**config.mk**
```make
export PLATFORM = sky130hd
export DESIGN_NAME = adc_spi_reader
export DESIGN_NICKNAME = d
export VERILOG_FILES = /design/src/rtl/adc_spi_pkg.sv /design/src/rtl/adc_sclk_div.sv /design/src/rtl/adc_miso_sync.sv /design/src/rtl/adc_frame_ctrl.sv /design/src/rtl/adc_sample_shift.sv /design/src/rtl/adc_spi_reader.sv
export SDC_FILE = /design/constraint.sdc
export NUM_CORES = 1
export LEC_CHECK = 0
export ABC_AREA = 1
export BUFFER_PORTS_ARGS = -buffer_cell sky130_fd_sc_hd__buf_2
export CORE_UTILIZATION = 44
export CTS_CLUSTER_DIAMETER = 80
export CTS_CLUSTER_SIZE = 14
export DETAILED_ROUTE_END_ITERATION = 10
export PLACE_DENSITY = 0.6
export SLEW_MARGIN = 20
export SYNTH_ARGS = -nofsm -noshare
export SYNTH_HDL_FRONTEND = slang
export SYNTH_SLANG_ARGS = --single-unit
```
**constraint.sdc**
```tcl
create_clock -name clk_i -period 2.45 [get_ports clk_i]
set_input_delay 0.1225 -clock clk_i [delete_from_list [all_inputs] [get_ports clk_i]]
set_output_delay 0.1225 -clock clk_i [all_outputs]
set_load 0.1 [all_outputs]
```
**src/rtl/adc_spi_pkg.sv**
```systemverilog
package adc_spi_pkg;

  typedef enum logic {
    ST_IDLE = 1'b0,
    ST_XFER = 1'b1
  } ctrl_state_e;

  // system clocks per serial clock half period, never below one
  function automatic int half_count(input int clk_hz, input int sclk_hz);
    int h;
    h = clk_hz / (2 * sclk_hz);
    return (h < 1) ? 1 : h;
  endfunction

endpackage

```
**src/rtl/adc_sclk_div.sv**
```systemverilog
module adc_sclk_div #(
  parameter int HALF_CNT = 12
) (
  input  logic clk_i,
  input  logic rst_ni,
  input  logic run_i,
  output logic sclk_o,
  output logic rise_o
);
  localparam int CW = (HALF_CNT > 1) ? $clog2(HALF_CNT) : 1;

  logic [CW-1:0] cnt_q;
  logic          sclk_q;
  logic          rise_q;

  always_ff @(posedge clk_i or negedge rst_ni) begin
    if (!rst_ni) begin
      cnt_q  <= '0;
      sclk_q <= 1'b1;
      rise_q <= 1'b0;
    end else begin
      rise_q <= 1'b0;
      if (!run_i) begin
        cnt_q  <= '0;
        sclk_q <= 1'b1;
      end else if (cnt_q == CW'(HALF_CNT - 1)) begin
        cnt_q  <= '0;
        sclk_q <= ~sclk_q;
        rise_q <= ~sclk_q;
      end else begin
        cnt_q <= cnt_q + CW'(1);
      end
    end
  end

  assign sclk_o = sclk_q;
  assign rise_o = rise_q;

endmodule

```
**src/rtl/adc_miso_sync.sv**
```systemverilog
module adc_miso_sync #(
  parameter int STAGES = 2
) (
  input  logic clk_i,
  input  logic rst_ni,
  input  logic d_i,
  output logic q_o
);
  logic [STAGES-1:0] chain_q;

  always_ff @(posedge clk_i or negedge rst_ni) begin
    if (!rst_ni) chain_q <= '0;
    else         chain_q <= {chain_q[STAGES-2:0], d_i};
  end

  assign q_o = chain_q[STAGES-1];

endmodule

```
**src/rtl/adc_frame_ctrl.sv**
```systemverilog
module adc_frame_ctrl
  import adc_spi_pkg::*;
#(
  parameter int FRAME_BITS = 16
) (
  input  logic clk_i,
  input  logic rst_ni,
  input  logic req_i,
  input  logic rise_i,
  output logic run_o,
  output logic start_o,
  output logic cs_no
);
  localparam int RW = $clog2(FRAME_BITS + 1);

  ctrl_state_e   state_q;
  logic [RW-1:0] rise_cnt_q;
  logic          last_rise;

  assign last_rise = rise_i && (rise_cnt_q == RW'(FRAME_BITS - 1));
  // drop run in the cycle of the final rise so sclk parks high
  assign run_o     = (state_q == ST_XFER) && !last_rise;
  assign start_o   = (state_q == ST_IDLE) && req_i;
  assign cs_no     = (state_q == ST_IDLE);

  always_ff @(posedge clk_i or negedge rst_ni) begin
    if (!rst_ni) begin
      state_q    <= ST_IDLE;
      rise_cnt_q <= '0;
    end else begin
      unique case (state_q)
        ST_IDLE: begin
          rise_cnt_q <= '0;
          if (req_i) state_q <= ST_XFER;
        end
        ST_XFER: begin
          if (rise_i) begin
            if (last_rise) state_q <= ST_IDLE;
            else           rise_cnt_q <= rise_cnt_q + RW'(1);
          end
        end
        default: state_q <= ST_IDLE;
      endcase
    end
  end

endmodule

```
**src/rtl/adc_sample_shift.sv**
```systemverilog
module adc_sample_shift #(
  parameter int DATA_BITS   = 8,
  parameter int LEAD_BITS   = 3,
  parameter int SYNC_STAGES = 2
) (
  input  logic                 clk_i,
  input  logic                 rst_ni,
  input  logic                 start_i,
  input  logic                 rise_i,
  input  logic                 bit_i,
  output logic [DATA_BITS-1:0] data_o,
  output logic                 valid_o
);
  localparam int LAST_SLOT = LEAD_BITS + DATA_BITS;
  localparam int SW        = $clog2(LAST_SLOT + 1);
  localparam int DLY       = SYNC_STAGES - 1;

  logic [DLY-1:0]       dly_q;
  logic                 tap;
  logic [SW-1:0]        slot_q;
  logic [DATA_BITS-1:0] shreg_q;
  logic                 done_q;
  logic [DATA_BITS-1:0] data_q;
  logic                 valid_q;

  // align the strobe with the synchronizer output
  generate
    if (DLY == 1) begin : g_dly_one
      always_ff @(posedge clk_i or negedge rst_ni) begin
        if (!rst_ni) dly_q <= '0;
        else         dly_q <= rise_i;
      end
    end else begin : g_dly_many
      always_ff @(posedge clk_i or negedge rst_ni) begin
        if (!rst_ni) dly_q <= '0;
        else         dly_q <= {dly_q[DLY-2:0], rise_i};
      end
    end
  endgenerate

  assign tap = dly_q[DLY-1];

  always_ff @(posedge clk_i or negedge rst_ni) begin
    if (!rst_ni) begin
      slot_q  <= '0;
      shreg_q <= '0;
      done_q  <= 1'b0;
    end else begin
      done_q <= 1'b0;
      if (start_i) begin
        slot_q <= '0;
      end else if (tap && (slot_q < SW'(LAST_SLOT))) begin
        slot_q <= slot_q + SW'(1);
        if (slot_q >= SW'(LEAD_BITS)) shreg_q <= {shreg_q[DATA_BITS-2:0], bit_i};
        if (slot_q == SW'(LAST_SLOT - 1)) done_q <= 1'b1;
      end
    end
  end

  always_ff @(posedge clk_i or negedge rst_ni) begin
    if (!rst_ni) begin
      data_q  <= '0;
      valid_q <= 1'b0;
    end else begin
      valid_q <= done_q;
      if (done_q) data_q <= shreg_q;
    end
  end

  assign data_o  = data_q;
  assign valid_o = valid_q;

endmodule

```
**src/rtl/adc_spi_reader.sv**
```systemverilog
module adc_spi_reader #(
  parameter int CLK_HZ      = 100_000_000,
  parameter int SCLK_HZ     = 4_000_000,
  parameter int FRAME_BITS  = 16,
  parameter int LEAD_BITS   = 3,
  parameter int DATA_BITS   = 8,
  parameter int SYNC_STAGES = 2
) (
  input  logic                 clk_i,
  input  logic                 rst_ni,
  input  logic                 req_i,
  input  logic                 miso_i,
  output logic                 cs_no,
  output logic                 sclk_o,
  output logic [DATA_BITS-1:0] data_o,
  output logic                 valid_o
);
  localparam int HALF_CNT = adc_spi_pkg::half_count(CLK_HZ, SCLK_HZ);

  logic run;
  logic rise;
  logic start;
  logic miso_s;

  adc_frame_ctrl #(
    .FRAME_BITS(FRAME_BITS)
  ) i_ctrl (
    .clk_i  (clk_i),
    .rst_ni (rst_ni),
    .req_i  (req_i),
    .rise_i (rise),
    .run_o  (run),
    .start_o(start),
    .cs_no  (cs_no)
  );

  adc_sclk_div #(
    .HALF_CNT(HALF_CNT)
  ) i_div (
    .clk_i (clk_i),
    .rst_ni(rst_ni),
    .run_i (run),
    .sclk_o(sclk_o),
    .rise_o(rise)
  );

  adc_miso_sync #(
    .STAGES(SYNC_STAGES)
  ) i_sync (
    .clk_i (clk_i),
    .rst_ni(rst_ni),
    .d_i   (miso_i),
    .q_o   (miso_s)
  );

  adc_sample_shift #(
    .DATA_BITS  (DATA_BITS),
    .LEAD_BITS  (LEAD_BITS),
    .SYNC_STAGES(SYNC_STAGES)
  ) i_shift (
    .clk_i  (clk_i),
    .rst_ni (rst_ni),
    .start_i(start),
    .rise_i (rise),
    .bit_i  (miso_s),
    .data_o (data_o),
    .valid_o(valid_o)
  );

endmodule

```
# Word-level counts from Yosys, hierarchy flattened
# Index checks and enable logic that the tools add are counted.
# totals
reg_bits	37
latchBits	0
mem_bits_rw	0
mem_bits_ro	0
in_bits	4
output_inout_bits	11
elab_cells	52
memories	0
# classes
addsub	3
mul	0
n_div	0
magnitude_cmp	2
n_eq_ne	6
shifts	0
mux	18
n_bitwise	3
n_reduce_logical	8
# op_table
cell	n
2-to-1 mux 4 bit	4
2-to-1 mux 1 bit	10
2-to-1 mux 5 bit	2
case mux 5 bit (2 select lines)	1
adder 4 x 1 -> 4 bit, second input constant	2
equality test 4 bit, second input constant	2
adder 5 x 1 -> 5 bit, second input constant	1
equality test 5 x 4 -> 1 bit, second input constant	1
greater-or-equal comparator 4 x 2 -> 1 bit, second input constant	1
logical AND 1 bit	4
less-than comparator 4 bit, second input constant	1
inequality test 2 bit, second input constant	2
inverter 1 bit	3
AND reduction 3 bit	1
inequality test 2 x 1 -> 1 bit, second input constant	1
case mux 1 bit (2 select lines)	1
AND reduction 2 bit	1
nonzero test 2 bit	1
zero test 1 bit	1

# Depth between registers and ports, before layout
# depth
word_depth	5
depth_mapped	10
ltp_nobuf	10

# Cells and area by module
# From an unflattened synthesis, not the netlist that was laid out.
# unflattened
hier_cells	158
hier_area_um2	1627.8
# by_module_without_submodules
mod	n_inst	cells_per_inst	area_per_inst_um2	seq_area_each_um2
adc_sample_shift	1	89	998.5	575.6
adc_frame_ctrl	1	40	319.1	150.1
adc_sclk_div	1	27	260.2	151.4
adc_miso_sync	1	2	50.0	50.0

# Worst setup path before layout
# OpenSTA, ideal clock, no wires.
# synth_path
kind	reg2reg
startpoint	register i_ctrl.state_q
endpoint	register i_ctrl.rise_cnt_q[0]
setup_time_ns	0.127
arrival_time_ns	1.358
t_required_ns	2.323
slack_ns	0.964
path_stages_with_launch	5
path_buffers	0
synth_period_minus_slack_ns	1.486
path_cell_list	dfrtp_1 -> inv_1 -> nor2_1 -> inv_1 -> o21ai_0
# synth_between
elab_chain_cells	2
word_cells_on_any_way	5
classes_between	eq/ne (2); mux (1); bitwise (1); reduce/logical (1)
# synth_rtl
element	line	text
start: declaration	adc_frame_ctrl.sv:16	ctrl_state_e state_q;
start signal: assignment	adc_frame_ctrl.sv:28	state_q <= ST_IDLE;
start signal: assignment	adc_frame_ctrl.sv:34	if (req_i) state_q <= ST_XFER;
start signal: assignment	adc_frame_ctrl.sv:38	if (last_rise) state_q <= ST_IDLE;
inverter 1 bit	--	
via cs_no	adc_spi_reader.sv:13	output logic cs_no,
case mux 5 bit (2 select lines)	adc_frame_ctrl.sv:31	unique case (state_q)
end signal: assignment	adc_frame_ctrl.sv:39	else rise_cnt_q <= rise_cnt_q + RW'(1);
end: declaration	adc_frame_ctrl.sv:17	logic [RW-1:0] rise_cnt_q;
# The timed path passes the listed nets, and every way through them passes these cells.
# A chain may end at the register's enable or synchronous reset.

# Worst setup path in the final report
# layout_path
startpoint	register i_ctrl.rise_cnt_q[0]
endpoint	register i_ctrl.rise_cnt_q[0]
# layout_between
elab_chain_cells	4
word_cells_on_any_way	8
classes_between	add/sub (1); eq/ne (2); mux (3); reduce/logical (2)
# layout_rtl
element	line
adder 5 x 1 -> 5 bit / equality test 5 x 4 -> 1 bit (equally long branches)	adc_frame_ctrl.sv:39, adc_frame_ctrl.sv:20
2-to-1 mux 5 bit / logical AND 1 bit (equally long branches)	adc_frame_ctrl.sv:38, adc_frame_ctrl.sv:20
2-to-1 mux 5 bit / inequality test 2 bit (equally long branches)	--
case mux 5 bit (2 select lines) / AND reduction 2 bit (equally long branches)	--
# Parallel ways exist; a longest one is shown, timed or not. The select of a mux whose other input is x is not followed.

==> results.py <==
metrics = {
    "run_status": {
        "status": "complete, no violations",
    },
    "setup_path": {
        "critPathCaptureType": "flop",
        "critical_path_class": "flop to flop",
        "crit_fanout": 7,
        "worstPathRequired_ns": 2.70,
        "worst-endpoint-arrival_ns": 1.87,
        "start_kind": "flop",
    },
    "clock_network": {
        "clock-root-buffer": "clkbuf_4",
        "post_cts_buffers": 0,
        "cts_tree": "done",
        "htree_levels": 2,
        "clock_latency_ns": 0.33,
        "cts_inserted_buffers": 5,
        "clock_sinks": 37,
        "clk_path_buf_depth": 2,
        "cts.clk_slew.worst_paths_ns": 0.10,
    },
    "synth": {
        "yosysWarnings": 0,
        "synth-edff-count": 0,
        "ys.flop_type": "dfrtp_1",
        "syn_area_per_cell_um2": 10.5,
        "ys_types": 22,
        "ys_async_sr_fraction": 1.00,
        "syn_nets": 158,
        "netlist_area_um2": 1570,
        "yosys.area.top_type_share": 0.575,
        "synth.most_common_cell": "dfrtp_1",
        "synth_seq_cells": 37,
        "synth-seq-area-share": 0.592,
        "yosysTopAreaCell": "dfrtp_1",
        "synthTopCellsByArea": "dfrtp_1, nand2_1, nand3_1",
        "netlist_instances": 149,
        "synthTopCellsByCount": "dfrtp_1, nand2_1, nand3_1, nor2_1, inv_1",
    },
    "floorplanning": {
        "die_h_um": 61.7,
        "die-area_um2": 3800,
        "io_pins": 15,
        "die_w_um": 61.7,
        "core_area_um2": 3360,
        "start_util": 0.466,
        "fp-row-count": 21,
    },
    "final_layout": {
        "fin_util": 0.526,
        "nets": 179,
        "layout.cells.non_filler": 217,
        "layout-drive-gt1-share": 0.228,
        "antenna_cells": 0,
        "syn2layout_area_growth_pct": 12.9,
    },
    "global_routing": {
        "antenna_found_initial": 0,
        "grt_pass1_vias": 944,
        "grt_pass1_wl_um": 4190,
        "overflow": 0,
        "grtUsageTotal": 0.160,
        "grt_max_degree": 38,
    },
    "sta": {
        "hold_viol_final": 0,
        "max_freq_ghz": 0.619,
        "final.period_utilization": 0.659,
        "period_needed_ns": 1.62,
        "worst_pin_slew_ns": 0.766,
        "final_max_slew_viol_count": 0,
        "setup_tns_ns": 0,
        "finClkSkew_ns": 0.00805,
        "relSlewSlack": 0.489,
        "finalSetupViolations": 0,
        "rsz0062_at_grt": "no",
    },
    "drt": {
        "num_vias": 1038,
        "dr.first_iter.drc_count": 37,
        "detail_route.vias_per_cell": 4.78,
        "routed_wire_length_per_instance_um": 11.2,
        "finalWirelength_um": 2440,
        "ant_nets": 0,
        "drtPass1Iterations": 4,
        "drc_errors": 0,
    },
    "job": {
        "max_cap_viol_count": 0,
    },
    "placed_design": {
        "place.gp.congestion": 0.836,
        "io_buffers": 14,
        "dp_cells": 207,
        "dp_hpwl_um": 1700,
    },
    "power": {
        "ir_worst_vdd_v": 0.000317,
        "leakage_nw": 0.928,
        "power_mw": 0.995,
        "p_per_area_nw_per_um2": 563,
    },
    "hold_path": {
        "hold_path.class": "input port to flop",
    },
}
-- flip-flops by register name, indices dropped and copies added (netlist names) --
signal / flops
i_div.sclk_o: 1
i_shift.slot_q: 4
i_shift.done_q: 1
i_shift.data_o: 8
i_ctrl.state_q: 1
i_shift.dly_q: 1
i_div.cnt_q: 4
i_sync.chain_q: 2
i_ctrl.rise_cnt_q: 5
i_div.rise_o: 1
i_shift.shreg_q: 8
i_shift.valid_o: 1
-- cell type report --
cell class,instances,area (um^2)
Sequential cell,37,927
Tap cell,46,57.6
Fill cell,337,1600
Inverter,12,45.0
Clock buffer,7,65.1
Multi-Input combinational cell,98,578
Clock inverter,1,5.00
Timing Repair Buffer,16,90.1
-- layout by cell type (no fill, tap or decap), drive strengths merged --
master,Yosys,routed
or2,1,1
dfrtp,36,36
nand2,32,32
o21ai,3,3
a21oi,4,4
nor2,18,18
inv,12,12
clkinv,0,1
buf,2,14
nand3b,2,2
dfstp,1,1
dlygate4sd3,0,2
xnor2,1,1
xor2,2,2
nand3,21,21
ha,5,5
clkbuf,0,7
mux2,8,8
o21bai,1,1
-- critical path, cell delays in order (launching register included) --
cell and delay (ns):
dfrtp_1 0.42, ha_1 0.21, inv_1 0.09, nor2_1 0.06
ha_1 0.21, inv_1 0.06, nand2_1 0.13, nor2_1 0.15
inv_1 0.06, o21ai_0 0.16
-- kinds of logic (layout without fill, tap and decap cells) --
kind of cell               count (synthesis)  count (layout)  share of synthesized area
buffers and inverters                     14              36                     0.0391
AOI/OAI and AO/OA                          8               8                     0.0367
muxes                                      8               8                     0.0575
and+or+nand+nor                           74              74                      0.218
adders and majority gates                  5               5                     0.0399
DFF                                       37              37                      0.592
xor gates and xnor gates                   3               3                     0.0168
-- routing by layer --
metal / wire [um] / vias up / global-route usage
li1: - / 520 / -
met1: 1150 / 496 / 0.198
met2: 1170 / 17 / 0.246
met3: 71 / 5 / 0.0525
met4: 44 / 0 / 0.0921
met5: 0 / - / 0
-- stage by stage --
stage                     cell area (um^2)  setup slack [ns]  hold WS (ns)
after floorplan                       1570             0.964        -0.173
after global placement                1680             0.936         0.231
after detailed placement              1680             0.879         0.234
after CTS                             1770             0.857         0.159
after global routing                  1770             0.672         0.158
final                                 1770             0.835         0.162
-- timing repair --
| action | in CTS | in global routing |
|---|---|---|
| hold buffers | 2 | 0 |
| endpoints found under the hold margin | 37 | 0 |
| gates resized for setup | 0 | 0 |
-- final timing paths --
check / start / slack [ns] / cells after the start / endpoint
max: i_ctrl.rise_cnt_q[0] / 0.83 / 9 / i_ctrl.rise_cnt_q[0]
max reg2reg: i_ctrl.rise_cnt_q[0] / 0.83 / 9 / i_ctrl.rise_cnt_q[0]
max in group asynchronous: rst_ni / 1.57 / 2 / i_div.cnt_q[3]
min reg2reg: i_sync.chain_q[0] / 0.36 / 0 / i_sync.chain_q[1]
min: req_i / 0.16 / 4 / i_shift.slot_q[3]
min in group asynchronous: rst_ni / 0.39 / 2 / i_shift.data_o[6]
-- where the power goes --
| part | total (mW) | switching [mW] | internal [mW] |
|---|---|---|---|
| Clock | 0.355 | 0.188 | 0.166 |
| Sequential | 0.617 | 0.00232 | 0.615 |
| Combinational | 0.0233 | 0.0168 | 0.00649 |
| Total | 0.995 | 0.207 | 0.788 |
(Power assumes the default switching activity.)
